===== src/rtl/chardisp_pkg.sv =====
package chardisp_pkg;

  localparam int DD_AW = 7;
  localparam int CG_AW = 6;
  localparam int DW    = 8;

  typedef enum logic [3:0] {
    OP_NONE, OP_CLEAR, OP_HOME, OP_ENTRY, OP_DISPCTL,
    OP_SHIFT, OP_FUNC, OP_CGADDR, OP_DDADDR
  } op_e;

  typedef enum logic { TGT_DD, TGT_CG } tgt_e;

  // highest set bit picks the command
  function automatic op_e decode_op(input logic [7:0] b);
    op_e r;
    if (b[7])      r = OP_DDADDR;
    else if (b[6]) r = OP_CGADDR;
    else if (b[5]) r = OP_FUNC;
    else if (b[4]) r = OP_SHIFT;
    else if (b[3]) r = OP_DISPCTL;
    else if (b[2]) r = OP_ENTRY;
    else if (b[1]) r = OP_HOME;
    else if (b[0]) r = OP_CLEAR;
    else           r = OP_NONE;
    return r;
  endfunction

  // one step of the shared counter inside the selected space
  function automatic logic [DD_AW-1:0] step_addr(input logic [DD_AW-1:0] a,
                                                 input logic up,
                                                 input tgt_e t);
    logic [CG_AW-1:0] lo;
    logic [DD_AW-1:0] r;
    if (t == TGT_CG) begin
      lo = a[CG_AW-1:0];
      lo = up ? lo + 1'b1 : lo - 1'b1;
      r  = {{(DD_AW-CG_AW){1'b0}}, lo};
    end else begin
      r = up ? a + 1'b1 : a - 1'b1;
    end
    return r;
  endfunction

  // rounded cycle count for a duration given in nanoseconds
  function automatic int cycles_for(input longint hz, input longint ns);
    return int'((hz * ns + 64'd500_000_000) / 64'd1_000_000_000);
  endfunction

endpackage


===== src/rtl/cd_decode.sv =====
module cd_decode
  import chardisp_pkg::*;
(
  input  logic [7:0] inst,
  output op_e        op,
  output logic       long_op
);
  always_comb begin
    op      = decode_op(inst);
    long_op = (op == OP_CLEAR) || (op == OP_HOME);
  end
endmodule


===== src/rtl/cd_busy_timer.sv =====
module cd_busy_timer #(
  parameter int LONG_CYC  = 410,
  parameter int SHORT_CYC = 10,
  localparam int CNT_W    = $clog2(LONG_CYC + 1)
) (
  input  logic clk,
  input  logic rst_n,
  input  logic load,
  input  logic long_sel,
  output logic busy
);
  localparam logic [CNT_W-1:0] LONG_V  = CNT_W'(LONG_CYC);
  localparam logic [CNT_W-1:0] SHORT_V = CNT_W'(SHORT_CYC);

  logic [CNT_W-1:0] cnt;

  always_ff @(posedge clk or negedge rst_n) begin
    if (!rst_n)            cnt <= '0;
    else if (load)         cnt <= long_sel ? LONG_V : SHORT_V;
    else if (cnt != '0)    cnt <= cnt - 1'b1;
  end

  assign busy = (cnt != '0);


  busy_countdown_chk: assert property (@(posedge clk) disable iff (!rst_n)
    (busy && !load) |=> (cnt == $past(cnt) - 1'b1));


  load_value_chk: assert property (@(posedge clk) disable iff (!rst_n)
    load |=> (cnt == ($past(long_sel) ? LONG_V : SHORT_V)));
endmodule


===== src/rtl/cd_addr_ctr.sv =====
module cd_addr_ctr
  import chardisp_pkg::*;
(
  input  logic             clk,
  input  logic             rst_n,
  input  op_e              op,
  input  logic [6:0]       inst_lo,
  input  logic             acc_inst,
  input  logic             acc_data,
  input  logic             dir_up,
  output logic [DD_AW-1:0] ac,
  output tgt_e             tgt
);
  always_ff @(posedge clk or negedge rst_n) begin
    if (!rst_n) begin
      ac  <= '0;
      tgt <= TGT_DD;
    end else if (acc_inst) begin
      case (op)
        OP_CLEAR, OP_HOME: begin
          ac  <= '0;
          tgt <= TGT_DD;
        end
        OP_SHIFT: if (!inst_lo[3]) ac <= step_addr(ac, inst_lo[2], tgt);
        OP_CGADDR: begin
          ac  <= {{(DD_AW-CG_AW){1'b0}}, inst_lo[CG_AW-1:0]};
          tgt <= TGT_CG;
        end
        OP_DDADDR: begin
          ac  <= inst_lo[DD_AW-1:0];
          tgt <= TGT_DD;
        end
        default: ;
      endcase
    end else if (acc_data) begin
      ac <= step_addr(ac, dir_up, tgt);
    end
  end


  cg_range_chk: assert property (@(posedge clk) disable iff (!rst_n)
    (tgt == TGT_CG) |-> (ac[DD_AW-1:CG_AW] == '0));


  dd_load_chk: assert property (@(posedge clk) disable iff (!rst_n)
    (acc_inst && op == OP_DDADDR) |=> (ac == $past(inst_lo) && tgt == TGT_DD));
endmodule


===== src/rtl/cd_char_store.sv =====
module cd_char_store
  import chardisp_pkg::*;
#(
  parameter logic [DW-1:0] BLANK = 8'h20,
  localparam int DD_DEPTH = 1 << DD_AW,
  localparam int CG_DEPTH = 1 << CG_AW
) (
  input  logic             clk,
  input  logic             rst_n,
  input  logic             clear,
  input  logic             we,
  input  logic             sel_cg,
  input  logic [DD_AW-1:0] addr,
  input  logic [DW-1:0]    wdata,
  output logic [DW-1:0]    rdata
);
  logic [DW-1:0] dd_mem [DD_DEPTH];
  logic [DW-1:0] cg_mem [CG_DEPTH];

  always_ff @(posedge clk or negedge rst_n) begin
    if (!rst_n) begin
      for (int i = 0; i < DD_DEPTH; i++) dd_mem[i] <= BLANK;
    end else if (clear) begin
      for (int i = 0; i < DD_DEPTH; i++) dd_mem[i] <= BLANK;
    end else if (we && !sel_cg) begin
      dd_mem[addr] <= wdata;
    end
  end

  always_ff @(posedge clk or negedge rst_n) begin
    if (!rst_n) begin
      for (int i = 0; i < CG_DEPTH; i++) cg_mem[i] <= '0;
    end else if (we && sel_cg) begin
      cg_mem[addr[CG_AW-1:0]] <= wdata;
    end
  end

  assign rdata = sel_cg ? cg_mem[addr[CG_AW-1:0]] : dd_mem[addr];


  clear_blank_chk: assert property (@(posedge clk) disable iff (!rst_n)
    clear |=> (dd_mem[0] == BLANK && dd_mem[DD_DEPTH-1] == BLANK));


  dd_write_chk: assert property (@(posedge clk) disable iff (!rst_n)
    (we && !sel_cg && !clear) |=> (dd_mem[$past(addr)] == $past(wdata)));
endmodule


===== src/rtl/chardisp_cmd.sv =====
module chardisp_cmd
  import chardisp_pkg::*;
#(
  parameter int CLK_HZ   = 270_000,
  parameter int LONG_NS  = 1_520_000,
  parameter int SHORT_NS = 37_000
) (
  input  logic       clk,
  input  logic       rst_n,
  input  logic       bus_en,
  input  logic       bus_rs,
  input  logic       bus_rw,
  input  logic [7:0] bus_wdata,
  output logic [7:0] bus_rdata,
  output logic       busy,
  output logic       disp_on,
  output logic       cursor_on,
  output logic       blink_on,
  output logic       entry_inc,
  output logic       entry_shift,
  output logic       bus_8bit,
  output logic       two_lines,
  output logic       tall_font,
  output logic [6:0] disp_offset
);
  localparam int LONG_CYC  = cycles_for(64'(CLK_HZ), 64'(LONG_NS));
  localparam int SHORT_CYC = cycles_for(64'(CLK_HZ), 64'(SHORT_NS));

  // named internal events
  op_e              op;
  logic             long_op;
  logic             inst_wr, data_acc, acc_inst, acc_data;
  logic [DD_AW-1:0] ac;
  tgt_e             tgt;
  logic [DW-1:0]    ram_rdata;

  assign inst_wr  = bus_en && !bus_rs && !bus_rw;
  assign data_acc = bus_en && bus_rs;
  assign acc_inst = inst_wr && !busy && (op != OP_NONE);
  assign acc_data = data_acc && !busy;

  cd_decode u_dec (
    .inst    (bus_wdata),
    .op      (op),
    .long_op (long_op)
  );

  cd_busy_timer #(
    .LONG_CYC  (LONG_CYC),
    .SHORT_CYC (SHORT_CYC)
  ) u_tmr (
    .clk      (clk),
    .rst_n    (rst_n),
    .load     (acc_inst || acc_data),
    .long_sel (acc_inst && long_op),
    .busy     (busy)
  );

  cd_addr_ctr u_ac (
    .clk      (clk),
    .rst_n    (rst_n),
    .op       (op),
    .inst_lo  (bus_wdata[6:0]),
    .acc_inst (acc_inst),
    .acc_data (acc_data),
    .dir_up   (entry_inc),
    .ac       (ac),
    .tgt      (tgt)
  );

  cd_char_store u_ram (
    .clk    (clk),
    .rst_n  (rst_n),
    .clear  (acc_inst && op == OP_CLEAR),
    .we     (acc_data && !bus_rw),
    .sel_cg (tgt == TGT_CG),
    .addr   (ac),
    .wdata  (bus_wdata),
    .rdata  (ram_rdata)
  );

  always_ff @(posedge clk or negedge rst_n) begin
    if (!rst_n) begin
      entry_inc   <= 1'b1;
      entry_shift <= 1'b0;
      disp_on     <= 1'b0;
      cursor_on   <= 1'b0;
      blink_on    <= 1'b0;
      bus_8bit    <= 1'b1;
      two_lines   <= 1'b0;
      tall_font   <= 1'b0;
      disp_offset <= '0;
    end else if (acc_inst) begin
      case (op)
        OP_CLEAR, OP_HOME: disp_offset <= '0;
        OP_ENTRY: begin
          entry_inc   <= bus_wdata[1];
          entry_shift <= bus_wdata[0];
        end
        OP_DISPCTL: begin
          disp_on   <= bus_wdata[2];
          cursor_on <= bus_wdata[1];
          blink_on  <= bus_wdata[0];
        end
        OP_FUNC: begin
          bus_8bit  <= bus_wdata[4];
          two_lines <= bus_wdata[3];
          tall_font <= bus_wdata[2];
        end
        OP_SHIFT: if (bus_wdata[3])
          disp_offset <= bus_wdata[2] ? disp_offset - 1'b1 : disp_offset + 1'b1;
        default: ;
      endcase
    end else if (acc_data && entry_shift) begin
      disp_offset <= entry_inc ? disp_offset + 1'b1 : disp_offset - 1'b1;
    end
  end

  assign bus_rdata = bus_rs ? ram_rdata : {busy, ac};


  busy_ignore_chk: assert property (@(posedge clk) disable iff (!rst_n)
    (busy && bus_en) |=> $stable({entry_inc, entry_shift, disp_on, cursor_on, blink_on,
                                  bus_8bit, two_lines, tall_font, disp_offset}));


  home_zero_chk: assert property (@(posedge clk) disable iff (!rst_n)
    (acc_inst && long_op) |=> (disp_offset == '0 && busy));


  status_quiet_chk: assert property (@(posedge clk) disable iff (!rst_n)
    (bus_en && !bus_rs && bus_rw && !busy) |=> !busy);
endmodule


===== config.mk =====
export PLATFORM = sky130hd
export DESIGN_NAME = chardisp_cmd
export DESIGN_NICKNAME = d
export VERILOG_FILES = /design/src/rtl/chardisp_pkg.sv /design/src/rtl/cd_decode.sv /design/src/rtl/cd_busy_timer.sv /design/src/rtl/cd_addr_ctr.sv /design/src/rtl/cd_char_store.sv /design/src/rtl/chardisp_cmd.sv
export SDC_FILE = /design/constraint.sdc
export NUM_CORES = 2
export LEC_CHECK = 0
export BUFFER_PORTS_ARGS = -buffer_cell sky130_fd_sc_hd__buf_2
export CAP_MARGIN = 20
export CORE_MARGIN = 1
export CORE_UTILIZATION = 40
export CTS_CLUSTER_SIZE = 10
export DETAILED_ROUTE_END_ITERATION = 8
export GPL_ROUTABILITY_DRIVEN = 0
export PLACE_DENSITY = 0.63
export SLEW_MARGIN = 20
export SYNTH_ARGS = -nofsm -noshare
export SYNTH_HDL_FRONTEND = slang
export SYNTH_SLANG_ARGS = --single-unit

===== constraint.sdc =====
create_clock -name clk -period 4.7 [get_ports clk]
set_input_delay 0.94 -clock clk [delete_from_list [all_inputs] [get_ports clk]]
set_output_delay 0.94 -clock clk [all_outputs]
set_load 0.01 [all_outputs]

======== After elaboration in Yosys (flattened, before gate mapping) ========
Cells that the tools add are included.
storage, ports and cells
  register bits after elaboration ......... 1568
  bits in latches ......................... 0
  bits in writable memories ............... 0
  ROM bits ................................ 0
  input bits .............................. 13
  logic and storage cells ................. 308
  memories kept ........................... 0
operators by class
  $add $sub $neg .......................... 7
  multipliers ............................. 0
  divide/modulo/power cells ............... 0
  order comparisons ....................... 4
  equality and inequality tests ........... 12
  shifts and indexed selects .............. 0
  mux-type cells .......................... 44
  bitwise operators ....................... 2
  reduce and logical (&&, ||, !) cells .... 35
operator list
  operator             count
  $mux 1024            2
  $bwmux 1024          1
  $bwmux 512           1
  $mux 7               12
  $mux 8               8
  $bmux 8 s7           1
  $demux 8 s7          1
  $bmux 8 s6           1
  $demux 8 s6          1
  $mux 4               7
  $pmux 7 s4           1
  $mux 9               3
  $eq 4x3->1 const B   4
  $add 7x1->7 const B  2
  $logic_and 1x1->1    14
  $pmux 7 s2           1
  $sub 7x1->7 const B  2
  $mux 6               2
  $reduce_bool 2->1    5
  $reduce_bool 9->1    1
  $sub 9x1->9 const B  1
  $eq 4x2->1 const B   2
  $ge 8x8->1 const B   1
  $lt 8x1->1 const B   1
  other kinds (20)     29

======== Longest topological paths before layout ========
  word-level depth ........................ 13
  gate-level depth with buffers ........... 13
  depth with buffers taken out ............ 10

======== Modules after synthesis ========
Synthesis repeated with hierarchy kept, for this count alone.
second synthesis, totals
  cell total of the unflattened synthesis .. 7833
  area total of the unflattened synthesis .. 76752.4 um2
by module, submodules not included
  module         instances  cells each  area an instance (um2)  sequential area each (um2)
  cd_char_store  1          7525        74022.2                 38597.0
  chardisp_cmd   1          114         1141.1                  377.9
  cd_addr_ctr    1          125         1002.2                  200.2
  cd_busy_timer  1          54          486.7                   225.2
  cd_decode      1          15          100.1                   0.0

======== Worst setup path before layout ========
No wires, ideal clock.
  path type ............................... reg-to-output
  from .................................... register u_ac.ac[1]
  to ...................................... output port bus_rdata[3]
  arrival time ............................ 2503 ps
  required time ........................... 3760 ps
  slack ................................... 1257 ps
  cell stages (with the launch flop) ...... 11
  buffers on the path ..................... 5
  path through ............................ dfrtp_1 -> buf_2 -> buf_2 -> buf_2 -> buf_2 -> buf_2 -> nand2_1 -> o211ai_1 -> nand3_1 -> o311a_1 -> o41ai_1
on the way
  longest elaborated chain between the ends .. 6
  elaborated cells between the ends (all ways) .. 10
  classes of those cells .................. 8 x mux; 2 x bitwise
RTL lines
  element                                                       line                 source
  start, declared                                               cd_addr_ctr.sv:11    output logic [DD_AW-1:0] ac,
  start signal, assigned                                        cd_addr_ctr.sv:24    OP_SHIFT: if (!inst_lo[3]) ac <= step_addr(ac, inst_lo[2], tgt);
  start signal, assigned                                        cd_addr_ctr.sv:26    ac <= {{(DD_AW-CG_AW){1'b0}}, inst_lo[CG_AW-1:0]};
  start signal, assigned                                        cd_addr_ctr.sv:30    ac <= inst_lo[DD_AW-1:0];
  $not 7->8 (not written as such) or $not 6->7 (tied branches)  cd_char_store.sv:38  assign rdata = sel_cg ? cg_mem[addr[CG_AW-1:0]] : dd_mem[addr];
  $bmux 8 s7 or $bmux 8 s6 (tied branches)                      cd_char_store.sv:38
  $mux 8 (not written as such) (2 in series)                    cd_char_store.sv:38
  $mux 8 *                                                      cd_char_store.sv:38
  $mux 8 *                                                      chardisp_cmd.sv:119  assign bus_rdata = bus_rs ? ram_rdata : {busy, ac};
  end, declared                                                 chardisp_cmd.sv:14   output logic [7:0] bus_rdata,
Every way passes the cells marked *; elsewhere a longest branch is shown, timed or not. The select of a mux whose other input is x is not followed.

======== Worst setup path in the final report ========
  from .................................... register u_ac.ac[0]
  to ...................................... output port bus_rdata[3]
Same word-level chain as after synthesis.

==> flow_summary_export.csv <==
group,metric,value,unit
run_status,outcome,"finished, violations left",
run_status,failed_checks,"DRC, setup timing",
detailed_routing,drtAntennaViolNets,0,
global_routing,grt_antenna_before_repair,13,
detailed_routing,drt_iter0_markers,9866,
setup_path,cp_data_arrival_time,4.16,ns
global_routing,top_usage_layer,"met2",
cells_and_area,fill_cells,17311,
sta,postLayoutSetupSlackWorst,-0.397,ns
sta,final_max_slew_viol_count,0,
global_routing,global_route_wire_length_before_repair,443000,um
pwr,power-per-cell-area,450,nW/um^2
sta,rsz0062_at_grt,"true",
detailed_routing,drt_pass_1_iters,9,
setup_path,critPathSlowestCell,"sky130_fd_sc_hd__o41ai_4",
setup_path,critPathTopFamily,"compound AO/OA/AOI/OAI gates",
floorplanning,placement_row_count,160,
synth,netlist-cell-type-count,84,
setup_path,crit_path_max_incr_delay,0.66,ns
cells_and_area,layout_cell_share_with_drive_strength_beyond_1,0.228,
clocking,path_clk_slew,0.06,ns
setup_path,cp_data_required_time,3.76,ns
clocking,clock_latency,0.86,ns
floorplanning,core_area,191000,um^2
sta,fmax,196,MHz
detailed_routing,route.detailed.vias_per_inst,6.42,
place,detailedPlacementHpwl,182000,um
clocking,clkSinkCount,1568,
synth,yosys_warnings,0,
cells_and_area,instances_no_fill,10156,
clocking,clockRootBuffer,"sky130_fd_sc_hd__clkbuf_16",
synth,syn-num-nets,7537,
place,place.port_buffers,36,
synth,synth.area.top_cells,"sky130_fd_sc_hd__dfrtp_1 (47%), sky130_fd_sc_hd__mux2i_1 (8.2%), sky130_fd_sc_hd__mux2_2 (8.0%), sky130_fd_sc_hd__dfstp_2 (4.4%), sky130_fd_sc_hd__nand2_1 (4.4%)",
place,dp_slack,-0.594,ns
detailed_routing,route.detailed.wl_per_inst,29.7,um
global_routing,grtUsageMet2,0.444,
synth,mappedNetlistArea,76900,um^2
place,placed_cells,9711,
flow_run,max-cap-violations,0,
setup_path,worst-setup-path-type,"register to primary output",
synth,syn_avg_cell_area,10.2,um^2
setup_path,path_cells,"buf_12 > buf_6 > and3_2 > a21oi_1 > o21ai_0 > a21oi_1 > o21ai_0 > a311oi_1 > buf_4 > o41ai_4 > buf_2",
detailed_routing,drc,1,
global_routing,grt_start_max_net_pins,203,
cells_and_area,utilization,0.471,
pwr,power.total,40.4,mW
clocking,cts.path.max_buffers,3,
sta,fin_crit_sh,1.08,
clocking,tritoncts,"built",
sta,timing.final.setup_violations,8,
synth,synth_top_cell_by_area,"sky130_fd_sc_hd__dfrtp_1",
floorplanning,fp.dieH,440,um
setup_path,cp.buffers_inverters,4,
detailed_routing,num_vias,65249,
floorplanning,top_level_ports,37,
sta,finalHoldViolCount,0,
sta,tns,-2.30,ns
synth,ys_async_rst_share,1.00,
global_routing,globalRoute.totalOverflow,0,
synth,synth_most_common_cell,"sky130_fd_sc_hd__dfrtp_1",
pwr,vdd.ir_drop.worst,0.399,mV
sta,post_layout_minimum_cycle_time,5.10,ns
global_routing,grt_use_met1,0.410,
global_routing,groute.usage.overall,0.307,
setup_path,path_max_fanout,12,
cells_and_area,nNetsFinal,7528,
global_routing,grt.met3_usage,0.0873,
floorplanning,die_w,440,um
setup_path,crit_path_start_kind,"register",
synth,yosys_register_bits,1568,
cells_and_area,syn2layout_area_growth,16.7,%
sta,clock-skew-final,0.0663,ns
global_routing,number_of_global_route_vias_before_repair,63266,
synth,synthTopCellsByCount,"sky130_fd_sc_hd__dfrtp_1 (1438), sky130_fd_sc_hd__nand2_1 (900), sky130_fd_sc_hd__nor2_1 (734)",
setup_path,endpoint_kind,"primary output",
clocking,cts_htree_levels,4,
clocking,cts_buffers,179,
sta,timing.max_slew.rel_slack,0.184,
sta,timing_worst_slew_pin_value,1.22,ns
synth,synth_seq_area_share,0.513,
floorplanning,initial_core_util,0.403,
pwr,static-leakage-power,41.1,nW
synth,synth_top_cell_area_share,0.468,
hold_path,hold_path_class,"register to register",
synth,dominantRegCellSynth,"sky130_fd_sc_hd__dfrtp_1",
synth,synthCells,7518,
detailed_routing,finalWirelength,302000,um
synth,count_of_flip_flops_with_a_built_in_enable_after_synthesis,0,
floorplanning,die_area,194000,um^2
registers in the layout, summed over array words and instances, names as in the netlist:
signal	flops
blink_on	1
bus_8bit	1
cursor_on	1
disp_offset	7
disp_on	1
entry_inc	1
entry_shift	1
tall_font	1
two_lines	1
u_ac.ac	7
u_ac.tgt	1
u_ram.cg_mem	512
u_ram.dd_mem	1024
u_tmr.cnt	9
cell usage in the layout, fill, tap and decap left out, types with 15 or more instances in the layout:
master                      count
sky130_fd_sc_hd__a221oi_1     122
sky130_fd_sc_hd__nor3_4        42
sky130_fd_sc_hd__nor3_1        25
sky130_fd_sc_hd__dfstp_2      130
sky130_fd_sc_hd__nand2_1      893
sky130_fd_sc_hd__buf_2         26
sky130_fd_sc_hd__nand3_1      435
sky130_fd_sc_hd__mux2i_1      623
sky130_fd_sc_hd__mux2_2       538
sky130_fd_sc_hd__o211ai_1      37
sky130_fd_sc_hd__nand4_1       25
sky130_fd_sc_hd__buf_12        87
sky130_fd_sc_hd__o2bb2ai_1     17
sky130_fd_sc_hd__buf_16        20
sky130_fd_sc_hd__a31oi_1       15
sky130_fd_sc_hd__dfrtp_1     1431
sky130_fd_sc_hd__buf_4        340
sky130_fd_sc_hd__nor2_1       725
sky130_fd_sc_hd__clkbuf_1     104
sky130_fd_sc_hd__buf_6         43
sky130_fd_sc_hd__a21oi_1      647
sky130_fd_sc_hd__a22o_1        25
sky130_fd_sc_hd__a221o_1       52
sky130_fd_sc_hd__o21ai_0      385
sky130_fd_sc_hd__clkbuf_16    180
sky130_fd_sc_hd__a22oi_1      132
sky130_fd_sc_hd__mux4_2        53
sky130_fd_sc_hd__o21ai_1       15
sky130_fd_sc_hd__bufbuf_16     15
timing repair:
action / CTS / global route
cloned: 24 / 1
pin swaps: 93 / 37
setup buffers: 105 / 5
hold buffers: 1 / 0
endpoints found under the hold margin: 23 / 0
endpoints found under the setup margin: 8 / 8
gates resized for setup: 280 / 44
routing by layer:
metal,vias up,part of all wire
met1,32882,0.38
met5,-,0.00050
met3,1047,0.12
met4,16,0.063
met2,4525,0.43
li1,26779,-
report_power, final:
part,leakage [nW],internal [mW],switching [mW],total (mW)
combinational,17.2,4.62,8.83,13.5
clock,2.55,7.29,5.91,13.2
sequential,21.4,13.6,0.118,13.7
cells by family (layout without fill, tap and decap cells):
kind of cell             Yosys count  count (layout)  share of synthesized area
flip-flops                      1568            1568                      0.513
AO/OA/AOI/OAI                   1659            1659                      0.133
multiplexers                    1228            1228                      0.177
XOR/XNOR                          17              17                    0.00194
AND/OR/NAND/NOR                 2282            2285                      0.132
buffers and inverters            758             875                     0.0417
adder cells (fa/ha/maj)            6               6                   0.000977
other                              0               7                          0
cell type report:
class                           count  area, um^2  area share
Sequential cell                  1568       39400       0.439
Clock buffer                      293        5010      0.0558
Inverter                           16        81.3    0.000906
Antenna cell                        7        17.5    0.000195
Clock inverter                     17         353     0.00393
Tap cell                         2511        3140      0.0350
Timing Repair Buffer              549        6220      0.0693
Multi-Input combinational cell   5195       35500       0.396
worst paths after layout:
check | slack, ns | endpoint | startpoint | cells past startpoint
max | -0.40 | bus_rdata[3] | u_ac.ac[0] | 11
min | 0.48 | u_ram.cg_mem[399] | u_ram.cg_mem[399] | 2
max reg2reg | 0.67 | u_ram.dd_mem[566] | u_tmr.cnt[0] | 12
min reg2reg | 0.48 | u_ram.cg_mem[399] | u_ram.cg_mem[399] | 2
max in group asynchronous | 2.62 | u_ram.cg_mem[195] | rst_n | 4
min in group asynchronous | 0.56 | u_ram.cg_mem[438] | rst_n | 2
metrics by stage:
stage               area (um^2)  hold WS [ns]
CTS                       89500         0.480
finish                    89700         0.476
global route              89700         0.496
floorplan                 76900         0.442
detailed placement        81200         0.468
global placement          81200         0.457
worst reg2reg max path, delay by kind of cell, from the launching register on:
family | cells | cell delay (ns)
buffers and inverters | 4 | 0.89
DFF | 1 | 0.42
muxes | 1 | 0.28
and+or+nand+nor | 6 | 2.17
adders and majority gates | 1 | 0.14
Note: power is estimated with default switching activity, not from simulation.
